## config.mk

```make
export PLATFORM = sky130hd
export DESIGN_NAME = rtc_lp_counter
export DESIGN_NICKNAME = d
export VERILOG_FILES = /design/src/rtl/rtc_lp_pkg.sv /design/src/rtl/rtc_lp_datapath.sv /design/src/rtl/rtc_lp_ctrl.sv /design/src/rtl/rtc_lp_counter.sv
export SDC_FILE = /design/constraint.sdc
export NUM_CORES = 1
export LEC_CHECK = 0
export ABC_CLOCK_PERIOD_IN_PS = 1900
export BUFFER_PORTS_ARGS = -buffer_cell sky130_fd_sc_hd__buf_2
export CELL_PAD_IN_SITES_DETAIL_PLACEMENT = 0
export CELL_PAD_IN_SITES_GLOBAL_PLACEMENT = 1
export CORE_ASPECT_RATIO = 0.8
export CORE_MARGIN = 2
export CORE_UTILIZATION = 44
export CTS_BUF_LIST = sky130_fd_sc_hd__clkbuf_8
export DETAILED_ROUTE_END_ITERATION = 8
export HOLD_SLACK_MARGIN = 0.06
export PLACE_DENSITY_LB_ADDON = 0.1
export SYNTH_ARGS = -nofsm -noshare
export SYNTH_HDL_FRONTEND = slang
export SYNTH_HIERARCHICAL = 1
export SYNTH_SLANG_ARGS = --single-unit
```

## constraint.sdc

```tcl
create_clock -name clk -period 1.9 [get_ports clk]
set_clock_uncertainty 0.15 [all_clocks]
set_input_delay 0.38 -clock clk [delete_from_list [all_inputs] [get_ports clk]]
set_output_delay 0.38 -clock clk [all_outputs]
set_load 0.005 [all_outputs]
```

## src/rtl/rtc_lp_pkg.sv

```systemverilog
package rtc_lp_pkg;
  localparam int CNT_W   = 47;
  localparam int FRAC_W  = 15;
  localparam int SEC_W   = CNT_W - FRAC_W;
  localparam int HI_W    = CNT_W - 32;
  localparam int ADDR_W  = 6;
  localparam int DATA_W  = 32;

  localparam logic [ADDR_W-1:0] OFF_CTRL   = 6'h04;
  localparam logic [ADDR_W-1:0] OFF_STATUS = 6'h18;
  localparam logic [ADDR_W-1:0] OFF_CNTHI  = 6'h1C;
  localparam logic [ADDR_W-1:0] OFF_CNTLO  = 6'h20;
  localparam logic [ADDR_W-1:0] OFF_ALARM  = 6'h24;
  localparam logic [ADDR_W-1:0] OFF_GLITCH = 6'h30;

  typedef struct packed {
    logic wakeEn;
    logic alarmEn;
    logic cntEn;
  } ctrlBits_t;

  typedef struct packed {
    logic wrLo;
    logic wrHi;
    logic wrAlarm;
    logic advance;
  } dpStrobe_t;
endpackage

```

## src/rtl/rtc_lp_datapath.sv

```systemverilog
module rtc_lp_datapath
  import rtc_lp_pkg::*;
(
  input  logic              clk,
  input  logic              rstN,
  input  dpStrobe_t         strobe,
  input  logic [DATA_W-1:0] wrData,
  output logic [CNT_W-1:0]  cntVal,
  output logic [SEC_W-1:0]  alarmVal,
  output logic              secsMatch
);
  logic [CNT_W-1:0] cntReg;
  logic [SEC_W-1:0] alarmReg;

  // Loads and advances never coincide: the control side allows loads only
  // while counting is stopped and advances only while it runs.
  always_ff @(posedge clk or negedge rstN) begin
    if (!rstN) begin
      cntReg <= '0;
    end else if (strobe.advance) begin
      cntReg <= cntReg + CNT_W'(1);
    end else begin
      if (strobe.wrLo) cntReg[31:0]      <= wrData;
      if (strobe.wrHi) cntReg[CNT_W-1:32] <= wrData[HI_W-1:0];
    end
  end

  always_ff @(posedge clk or negedge rstN) begin
    if (!rstN)               alarmReg <= '0;
    else if (strobe.wrAlarm) alarmReg <= wrData[SEC_W-1:0];
  end

  assign cntVal    = cntReg;
  assign alarmVal  = alarmReg;
  assign secsMatch = (cntReg[CNT_W-1:FRAC_W] == alarmReg);
endmodule

```

## src/rtl/rtc_lp_ctrl.sv

```systemverilog
module rtc_lp_ctrl
  import rtc_lp_pkg::*;
#(
  parameter int SYNC_STAGES = 3
) (
  input  logic              clk,
  input  logic              rstN,
  input  logic              slowTick,
  input  logic              busWr,
  input  logic [ADDR_W-1:0] busAddr,
  input  logic [DATA_W-1:0] busWdata,
  input  logic [CNT_W-1:0]  cntVal,
  input  logic [SEC_W-1:0]  alarmVal,
  input  logic              secsMatch,
  output dpStrobe_t         strobe,
  output ctrlBits_t         slowCtrl,
  output logic              pendingFlag,
  output logic [DATA_W-1:0] busRdata
);
  ctrlBits_t                    ctrlReg;
  ctrlBits_t [SYNC_STAGES-1:0]  syncPipe;
  logic [DATA_W-1:0]            glitchReg;
  logic                         wrCtrl, wrStatus, wrGlitch;

  assign wrCtrl   = busWr && (busAddr == OFF_CTRL);
  assign wrStatus = busWr && (busAddr == OFF_STATUS);
  assign wrGlitch = busWr && (busAddr == OFF_GLITCH);

  always_ff @(posedge clk or negedge rstN) begin
    if (!rstN) begin
      ctrlReg <= '0;
    end else if (wrCtrl) begin
      ctrlReg.cntEn   <= busWdata[0];
      ctrlReg.alarmEn <= busWdata[1];
      ctrlReg.wakeEn  <= busWdata[3];
    end
  end

  // Slow-domain pipeline: moves only on slow pulses.
  always_ff @(posedge clk or negedge rstN) begin
    if (!rstN) begin
      syncPipe <= '0;
    end else if (slowTick) begin
      syncPipe[0] <= ctrlReg;
      for (int i = 1; i < SYNC_STAGES; i++) syncPipe[i] <= syncPipe[i-1];
    end
  end

  assign slowCtrl = syncPipe[SYNC_STAGES-1];

  always_ff @(posedge clk or negedge rstN) begin
    if (!rstN)                           pendingFlag <= 1'b0;
    else if (secsMatch && slowCtrl.alarmEn) pendingFlag <= 1'b1;
    else if (wrStatus && busWdata[0])    pendingFlag <= 1'b0;
  end

  always_ff @(posedge clk or negedge rstN) begin
    if (!rstN)         glitchReg <= '0;
    else if (wrGlitch) glitchReg <= busWdata;
  end

  always_comb begin
    strobe         = '0;
    strobe.wrLo    = busWr && (busAddr == OFF_CNTLO) && !slowCtrl.cntEn;
    strobe.wrHi    = busWr && (busAddr == OFF_CNTHI) && !slowCtrl.cntEn;
    strobe.wrAlarm = busWr && (busAddr == OFF_ALARM);
    strobe.advance = slowTick && slowCtrl.cntEn;
  end

  always_comb begin
    busRdata = '0;
    case (busAddr)
      OFF_CTRL:   busRdata = {28'd0, slowCtrl.wakeEn, 1'b0, slowCtrl.alarmEn, slowCtrl.cntEn};
      OFF_STATUS: busRdata = {31'd0, pendingFlag};
      OFF_CNTHI:  busRdata = {{(DATA_W-HI_W){1'b0}}, cntVal[CNT_W-1:32]};
      OFF_CNTLO:  busRdata = cntVal[31:0];
      OFF_ALARM:  busRdata = alarmVal;
      OFF_GLITCH: busRdata = glitchReg;
      default:    busRdata = '0;
    endcase
  end
endmodule

```

## src/rtl/rtc_lp_counter.sv

```systemverilog
module rtc_lp_counter
  import rtc_lp_pkg::*;
#(
  parameter int SYNC_STAGES = 3
) (
  input  logic              clk,
  input  logic              rstN,
  input  logic              slowTick,
  input  logic              busWr,
  input  logic [ADDR_W-1:0] busAddr,
  input  logic [DATA_W-1:0] busWdata,
  output logic [DATA_W-1:0] busRdata,
  output logic              alarmIrq,
  output logic              wakeReq
);
  dpStrobe_t        strobe;
  ctrlBits_t        slowCtrl;
  logic [CNT_W-1:0] cntVal;
  logic [SEC_W-1:0] alarmVal;
  logic             secsMatch, pendingFlag;
  logic             slowCntEn, slowAlarmEn;

  rtc_lp_ctrl #(.SYNC_STAGES(SYNC_STAGES)) u_ctrl (
    .clk(clk), .rstN(rstN), .slowTick(slowTick), .busWr(busWr),
    .busAddr(busAddr), .busWdata(busWdata), .cntVal(cntVal),
    .alarmVal(alarmVal), .secsMatch(secsMatch), .strobe(strobe),
    .slowCtrl(slowCtrl), .pendingFlag(pendingFlag), .busRdata(busRdata)
  );

  rtc_lp_datapath u_dp (
    .clk(clk), .rstN(rstN), .strobe(strobe), .wrData(busWdata),
    .cntVal(cntVal), .alarmVal(alarmVal), .secsMatch(secsMatch)
  );

  assign slowCntEn   = slowCtrl.cntEn;
  assign slowAlarmEn = slowCtrl.alarmEn;
  assign alarmIrq    = pendingFlag && slowCtrl.alarmEn;
  assign wakeReq     = pendingFlag && slowCtrl.wakeEn;
endmodule

```

# == Yosys cells after proc, flatten, opt, wreduce, memory -nomap -nowiden ==
# Index checks and enable logic that the tools add are counted.
# totals
regBits,124
inputBits,42
output_inout_bits,34
wordCells,48
# op_classes
n_addsub,1
eq_ne,7
mux,6
reduce_logical,17
# op_table
cell,n
one-hot mux 32 bit (6 select lines),1
"adder 47 x 1 -> 47 bit, second input constant",1
two-way mux 47 bit,1
equality test 32 bit,1
two-way mux 32 bit,1
"equality test 6 bit, second input constant",3
two-way mux 15 bit,1
logical AND 1 bit,13
"equality test 6 x 5 -> 1 bit, second input constant",2
"equality test 6 x 3 -> 1 bit, second input constant",1
nonzero test 2 bit,3
two-way mux 1 bit,2
zero test 1 bit,1

# == Depth between registers and ports, before layout ==
# Gate-level depths: netlist of run 1.
# logic_depth
ltp_word,5
mapped_depth,10
depth_no_buf,7

# == Cells and area by module ==
# Netlist of run 1, hierarchy kept.
# by_module_without_submodules
mod,n_inst,cells_each,area_per_inst_um2,seq_area_each_um2
rtc_lp_datapath,1,460,4545.6,1976.9
rtc_lp_ctrl,1,269,2997.9,1126.1
rtc_lp_counter,1,2,12.5,0.0

# == Worst setup path before layout of run 1 ==
# Ideal clock, no wire load.
# synth_timing
kind,input to register
from,input port busAddr[5]
to,register u_dp.cntReg[26] (netlist: u_dp/cntVal[26])
setup_time_ns,0.116
arrival_ns,2.402
required_ns,1.634
slack_ns,-0.768
cell_stages,10
n_path_buf,4
cell_sequence,buf_4 > or4b_4 > nor3_4 > buf_6 > and3b_1 > nor2b_1 > clkbuf_1 > buf_1 > nand2_1 > o311ai_0
# synth_lines
item,line,rtl
from (decl),rtc_lp_counter.sv:10,"input logic [ADDR_W-1:0] busAddr,"
to (signal assigned),rtc_lp_datapath.sv:21,cntReg <= cntReg + CNT_W'(1);
to (signal assigned),rtc_lp_datapath.sv:23,if (strobe.wrLo) cntReg[31:0] <= wrData;
"to (signal, indexed assignment)",rtc_lp_datapath.sv:24,if (strobe.wrHi) cntReg[CNT_W-1:32] <= wrData[HI_W-1:0];
to (decl),rtc_lp_datapath.sv:12,logic [CNT_W-1:0] cntReg;

# == Worst setup path after layout of run 1 ==
# layout_timing
from,input port busAddr[3]
to,output port busRdata[9]
# layout_between
elab_chain_len,2
elab_cells_between_ends,7
cone_classes,eq/ne (6); mux (1)
# layout_rtl
item,line,rtl
"equality test 6 bit, or another cell as far along",rtc_lp_ctrl.sv:72,case (busAddr)
one-hot mux 32 bit (6 select lines) (*),rtc_lp_ctrl.sv:72,
to (decl),rtc_lp_counter.sv:12,"output logic [DATA_W-1:0] busRdata,"
# Every way passes the cells marked *; elsewhere a longest branch is shown, timed or not.

==> key figures, run 1 <==
Timing
  • Fin. Hold Viols: 0
  • FMAX: 439 MHz
  • Tightest Pin Transition: 457 ps
  • # setup viols final: 111
  • Relative slew slack: 69.4%
  • Hold WS: 89.0 ps
  • RSZ-0062 raised after global routing: true
  • Final Critical Period: 2280 ps
  • Final period util: 120%
  • Setup TNS: -19440 ps
  • Final Slew Violations: 0
  • Crit path setup slack, layout: -376 ps

Critical path
  • Cell mode on critical path: buf_6
  • Element type at the critical path start: primary input
  • Worst Setup SP: busAddr[3]
  • Critical path type: primary input to output pin
  • CP endpoint kind: output pin
  • Crit path to: busRdata[9]
  • R2R depth: 9
  • R2R setup slack: -240 ps
  • Worst R2R End: u_dp/cntVal[38]
  • Crit-path max cell delay: 570 ps
  • Arr. time, crit path: 1750 ps
  • Max FO, Critical Path: 7
  • Worst EP required: 1370 ps
  • Reg2reg start: u_dp/cntVal[0]
  • CP max stage cell: or4b_4
  • Worst-path cell chain: buf_6 > or4b_4 > nor3_4 > buf_6 > buf_6 > a221o_1 > buf_2

Logic synthesis
  • Syn nets: 773
  • Warnings, synthesis: 6
  • Syn Inst Count: 730
  • Synth Cell Area: 0.00755 mm2
  • Avg Synthesized Cell Area: 10.3 um2

Run status
  • Status: finished with violations
  • Violated checks: setup timing

Finish
  • Register area: 0.00311 mm2
  • Fillers: 1307
  • Final instance area: 0.0113 mm2
  • P&R area growth vs syn: 49.0%
  • Footprint of the multi-input gates: 0.00465 mm2
  • Diode count: 0
  • Final non-filler cell total: 1264
  • Final Core Density: 67.5%
  • Nets: 1074
  • Layout cell share with drive strength beyond 1: 52.0%

Job
  • Max-cap violation count: 0

Route
  • Vias: 7425
  • Vias per inst: 5.87
  • Drt drc: 0
  • Drt wl/cell: 23.7 um
  • Final wirelength: 29.9 mm
  • Final ANT Viol Nets: 0
  • DR iter-0 viols: 753
  • Drt first pass iters: 5

Clocking
  • CTS sink count: 124
  • Clock-pin slew on the worst setup and hold paths: 80 ps
  • Clock Latency Late Sink: 450 ps
  • Root buffer cell: clkbuf_8
  • Clock buffer depth: 2
  • Cts bufs inserted: 17
  • H-tree depth: 4
  • CTS tree: built

Pwr
  • Combinational Power Share: 39.2%
  • Tot Pwr: 10.4 mW
  • Leakage: 5.23 nW
  • Power share of the clock group: 25.0%
  • Switching share of total power: 35.7%
  • P per Cell Area: 921 mW/mm2
  • NetSw: 3.70 mW
  • P_int: 6.66 mW
  • Peak supply drop: 0.607 mV
  • Reg power frac: 35.8%

Die
  • Ports: 76
  • Die Area: 0.0182 mm2
  • Die height: 121 um
  • Core Area: 0.0167 mm2
  • Die X: 150 um
  • Starting Density: 45.3%
  • Row Count: 42

Global route
  • Vias in the first global route: 7528
  • Initial antenna violation count: 1
  • GR Util All Layers: 33.6%
  • Gr ovfl total: 0
  • First-pass GRT wire length: 44.9 mm
  • Largest net degree at the start of global routing: 52

Min path
  • Hold wc startpoint: busWdata[9]
  • Worst hold path class: primary input to register

Place
  • Routability congestion estimate: 0.951
  • Dpl ws: -675 ps
  • DP Cell Count: 1138
  • Placed instance area: 0.00927 mm2
  • DP HPWL: 21.3 mm
  • Input/output buffers: 75
layout make-up:
class	count	share of cell area, %
Sequential cell	124	27.6
Inverter	8	0.267
Clock buffer	20	2.45
Tap cell	220	2.45
Clock inverter	12	1.45
Timing Repair Buffer	329	24.5
Multi-Input combinational cell	551	41.3
worst max-delay path, delay by kind of cell:
family	cells	cell delay, ps
AND/OR/NAND/NOR	2	730
AO/OA/AOI/OAI	1	130
buffers and inverters	4	490
power by group through the flow:
stage / sequential (mW) / clock [mW] / combinational (mW)
floorplan: 3.69 / 0 / 1.45
global route: 3.76 / 2.73 / 4.28
detailed placement: 3.73 / 0 / 3.00
finish: 3.71 / 2.59 / 4.06
global placement: 3.72 / 0 / 2.96
CTS: 3.67 / 2.64 / 3.73
metal layers:
metal  track usage (%)  vias up  routed length, um  share of wire, %
li1                  -     3330                  -                 -
met4              10.4        0                463               1.5
met3              10.1       35               2670               8.9
met2              48.7      331              13000                43
met5                 0        -                  0                 0
met1              48.3     3729              13800                46
registers in the layout (all words and copies together) (netlist names):
signal and cells:
u_ctrl/glitchReg 32, u_ctrl/slowCtrl 3, u_ctrl/syncPipe 6, u_dp/cntVal 47
u_ctrl/pendingFlag 1, u_dp/alarmVal 32, u_ctrl/ctrlReg 3
cell usage in the layout (no fill, tap or decap), types with 6 or more instances in the layout:
master / count
buf_6: 56
nor3_1: 12
a21oi_1: 31
buf_2: 73
o211ai_1: 11
and3_1: 8
dlygate4sd3_1: 22
buf_4: 163
and2_1: 6
mux2_4: 31
nand3_1: 16
dfrtp_1: 121
o21ai_1: 6
nand3b_1: 29
mux2i_1: 19
clkbuf_8: 20
nor2_1: 39
a21oi_2: 13
nand3_2: 7
mux2_2: 43
and3_4: 9
o22ai_1: 8
nor3_2: 8
xor2_1: 30
nor4_4: 7
nand2_1: 47
inv_1: 6
a221o_1: 14
or2_4: 9
nand4_1: 21
or2_2: 12
buf_12: 13
a211oi_2: 7
worst min path at each step:
stage	cells past startpoint	to	slack (ps)
finish	2	u_ctrl/glitchReg[9]	90
global route	2	u_ctrl/glitchReg[9]	70
CTS	2	u_dp/alarmVal[4]	60
detailed placement	1	u_ctrl/pendingFlag	110
global placement	1	u_ctrl/slowCtrl[1]	100
floorplan	0	u_ctrl/ctrlReg[0]	-70
repair_timing:
action,4_1_cts,5_1_grt
resized for setup,132,42
gates cloned,3,1
hold buffers,22,0
endpoints found under the setup margin,105,112
pin swaps,46,46
endpoints found under the hold margin,170,0
buffers inserted,60,13
Power figures use the tool's default switching activity.
==> run 2: changes to the inputs <==
Settings changed: TNS_END_PERCENT from default to 10.
==> run 2 against run 1 <==
The run still ends with setup timing left. Final cell count decreased by 4.6%. Die area unchanged. Maximum frequency fell by 0.24%. Worst setup slack worse by 5.4 ps. Non-clock buffer count shrank 58. First-iteration DRC count fell by 19%. Critical path depth unchanged. Flip-flop and latch count unchanged. Global-route usage decreased by 0.58 points.
==> key figures, run 2 (synthesized netlist as in run 1, its figures left out) <==
Global route
  • GR Layer Usage met1: 48.0% (was 48.3%)
  • Initial antenna violation count: 0 (was 1)
  • First-pass GRT wire length: 43.8 mm (was 44.9 mm)
  • Vias in the first global route: 7123 (was 7528)
  • GR Util met3: 10.3% (was 10.1%)
  • Grt met2 use: 47.4% (was 48.7%)
  • Gr ovfl total: 0 (unchanged)
  • GR peak layer: met1 (was met2)
  • GR Util All Layers: 33.1% (was 33.6%)
  • Largest net degree at the start of global routing: 33 (was 52)

Finish
  • Layout cell share with drive strength beyond 1: 47.7% (was 52.0%)
  • Most frequent cells in the layout: buf_4, dfrtp_1, buf_2 (unchanged)
  • P&R area growth vs syn: 38.8% (was 49.0%)
  • Fillers: 1397 (was 1307)
  • Nets: 1016 (was 1074)
  • Number of flip-flops in the largest register: 47 (unchanged)
  • Most common cell after layout, fill and taps aside: buf_4 (unchanged)
  • Final Core Density: 62.9% (was 67.5%)

Place
  • Routability congestion estimate: 0.979 (was 0.951)
  • DP HPWL: 22.0 mm (was 21.3 mm)
  • Input/output buffers: 75 (unchanged)

Clocking
  • Root buffer cell: clkbuf_8 (unchanged)
  • CTS tree: built (unchanged)
  • Clock Latency Late Sink: 460 ps (was 450 ps)
  • Cts bufs inserted: 17 (unchanged)
  • Clock buffer depth: 2 (unchanged)
  • Clock-pin slew on the worst setup and hold paths: 80 ps (about the same)
  • CTS sink count: 124 (unchanged)
  • H-tree depth: 4 (unchanged)

Timing
  • # setup viols final: 71 (was 111)
  • Final Critical Period: 2280 ps (about the same)
  • FMAX: 438 MHz (was 439 MHz)
  • Tightest Pin Transition: 473 ps (was 457 ps)
  • Final Slew Violations: 0 (unchanged)
  • RSZ-0062 raised after global routing: true (unchanged)
  • Crit path setup slack, layout: -381 ps (was -376 ps)
  • Final period util: 120% (about the same)
  • Hold WS: 74.2 ps (was 89.0 ps)
  • Relative slew slack: 68.2% (was 69.4%)
  • Fin. Hold Viols: 0 (unchanged)

Pwr
  • P_int: 6.17 mW (was 6.66 mW)
  • Leakage: 4.88 nW (was 5.23 nW)
  • Peak supply drop: 0.669 mV (was 0.607 mV)
  • Reg power frac: 38.9% (was 35.8%)
  • Combinational Power Share: 35.9% (was 39.2%)
  • NetSw: 3.48 mW (was 3.70 mW)
  • Power share of the clock group: 25.2% (was 25.0%)
  • P per Cell Area: 921 mW/mm2 (about the same)
  • Switching share of total power: 36.0% (was 35.7%)

Route
  • Vias: 7104 (was 7425)
  • Drt drc: 0 (unchanged)
  • Drt wl/cell: 24.2 um (was 23.7 um)
  • Final wirelength: 29.2 mm (was 29.9 mm)
  • DR iter-0 viols: 612 (was 753)
  • Vias per inst: 5.89 (was 5.87)
  • Drt first pass iters: 5 (unchanged)
  • Final ANT Viol Nets: 0 (unchanged)

Die
  • Ports: 76 (unchanged)
  • Die height: 121 um (unchanged)
  • Starting Density: 45.3% (unchanged)
  • Die X: 150 um (unchanged)
  • Row Count: 42 (unchanged)
  • Die Area: 0.0182 mm2 (unchanged)
  • Core Area: 0.0167 mm2 (unchanged)

Min path
  • Hold wc startpoint: busWdata[17] (was busWdata[9])
  • Worst hold path class: primary input to register (unchanged)

Critical path
  • CP endpoint kind: output pin (unchanged)
  • Element type at the critical path start: primary input (unchanged)
  • Max FO, Critical Path: 4 (was 7)
  • Worst Setup SP: busAddr[3] (unchanged)
  • Arr. time, crit path: 1750 ps (about the same)
  • Reg2reg start: u_dp/cntVal[0] (unchanged)
  • Worst EP required: 1370 ps (about the same)
  • Critical path type: primary input to output pin (unchanged)

Run status
  • Violated checks: setup timing (unchanged)
  • Status: finished with violations (unchanged)

Job
  • Max-cap violation count: 0 (unchanged)
## run 2: what timing repair did
action                                  CTS  global route
setup buffers                             3             1
hold buffers                             19             0
pin swaps                                19            15
hold endpoints to repair                 89             0
gates resized for setup                  78            37
endpoints found under the setup margin  110           108
## run 2: layout make-up
cell class / instances / area (um2) / area share, %
Antenna cell: 2 / 5.00 / 0.0478
Clock buffer: 18 / 248 / 2.36
Clock inverter: 12 / 150 / 1.43
Inverter: 8 / 30.0 / 0.287
Multi-Input combinational cell: 551 / 4490 / 42.9
Sequential cell: 124 / 3110 / 29.7
Tap cell: 220 / 275 / 2.63
Timing Repair Buffer: 271 / 2170 / 20.7
## run 2: per-stage QoR
stage | cells | TNS (ps) | setup WS [ps] | power, mW | instance area (um2)
after floorplan | 730 | -33320 | -469 | 5.11 | 7580
after global placement | 1151 | -54990 | -666 | 6.78 | 9390
after detailed placement | 1151 | -57520 | -653 | 6.85 | 9390
after CTS | 1203 | -11010 | -361 | 9.48 | 10300
after global routing | 1204 | -15780 | -399 | 10.1 | 10500
final | 1206 | -12490 | -381 | 9.65 | 10500
## run 2: final timing paths
path,end,slack [ps],depth (start not counted)
max in group asynchronous,u_dp/cntVal[21],740,3
setup / recovery,busRdata[7],-380,7
hold reg to reg,u_ctrl/ctrlReg[2],340,1
setup reg to reg,u_dp/cntVal[40],-200,8
hold / removal,u_ctrl/glitchReg[17],70,2
min in group asynchronous,u_ctrl/slowCtrl[1],250,2
## run 2: routing by layer
| metal | wire length, um | share of wire [%] | up-vias |
|---|---|---|---|
| met4 | 528 | 1.8 | 0 |
| met3 | 2400 | 8.2 | 41 |
| met2 | 12600 | 43 | 255 |
| met1 | 13700 | 47 | 3601 |
| met5 | 0 | 0 | - |
| li1 | - | - | 3207 |
## run 2: worst max-delay path, stage by stage
cell,delay (ps)
buf_6,90
or4b_4,570
nor3_4,160
buf_6,150
buf_6,120
a221o_1,160
buf_2,110
## run 2: power groups by stage
stage          clock, mW  combinational, mW  sequential, mW
2_1_floorplan          0               1.42            3.69
3_3_place_gp           0               3.05            3.74
3_5_place_dp           0               3.09            3.76
4_1_cts             2.48               3.26            3.73
5_1_grt             2.59               3.66            3.81
6_report            2.43               3.46            3.75
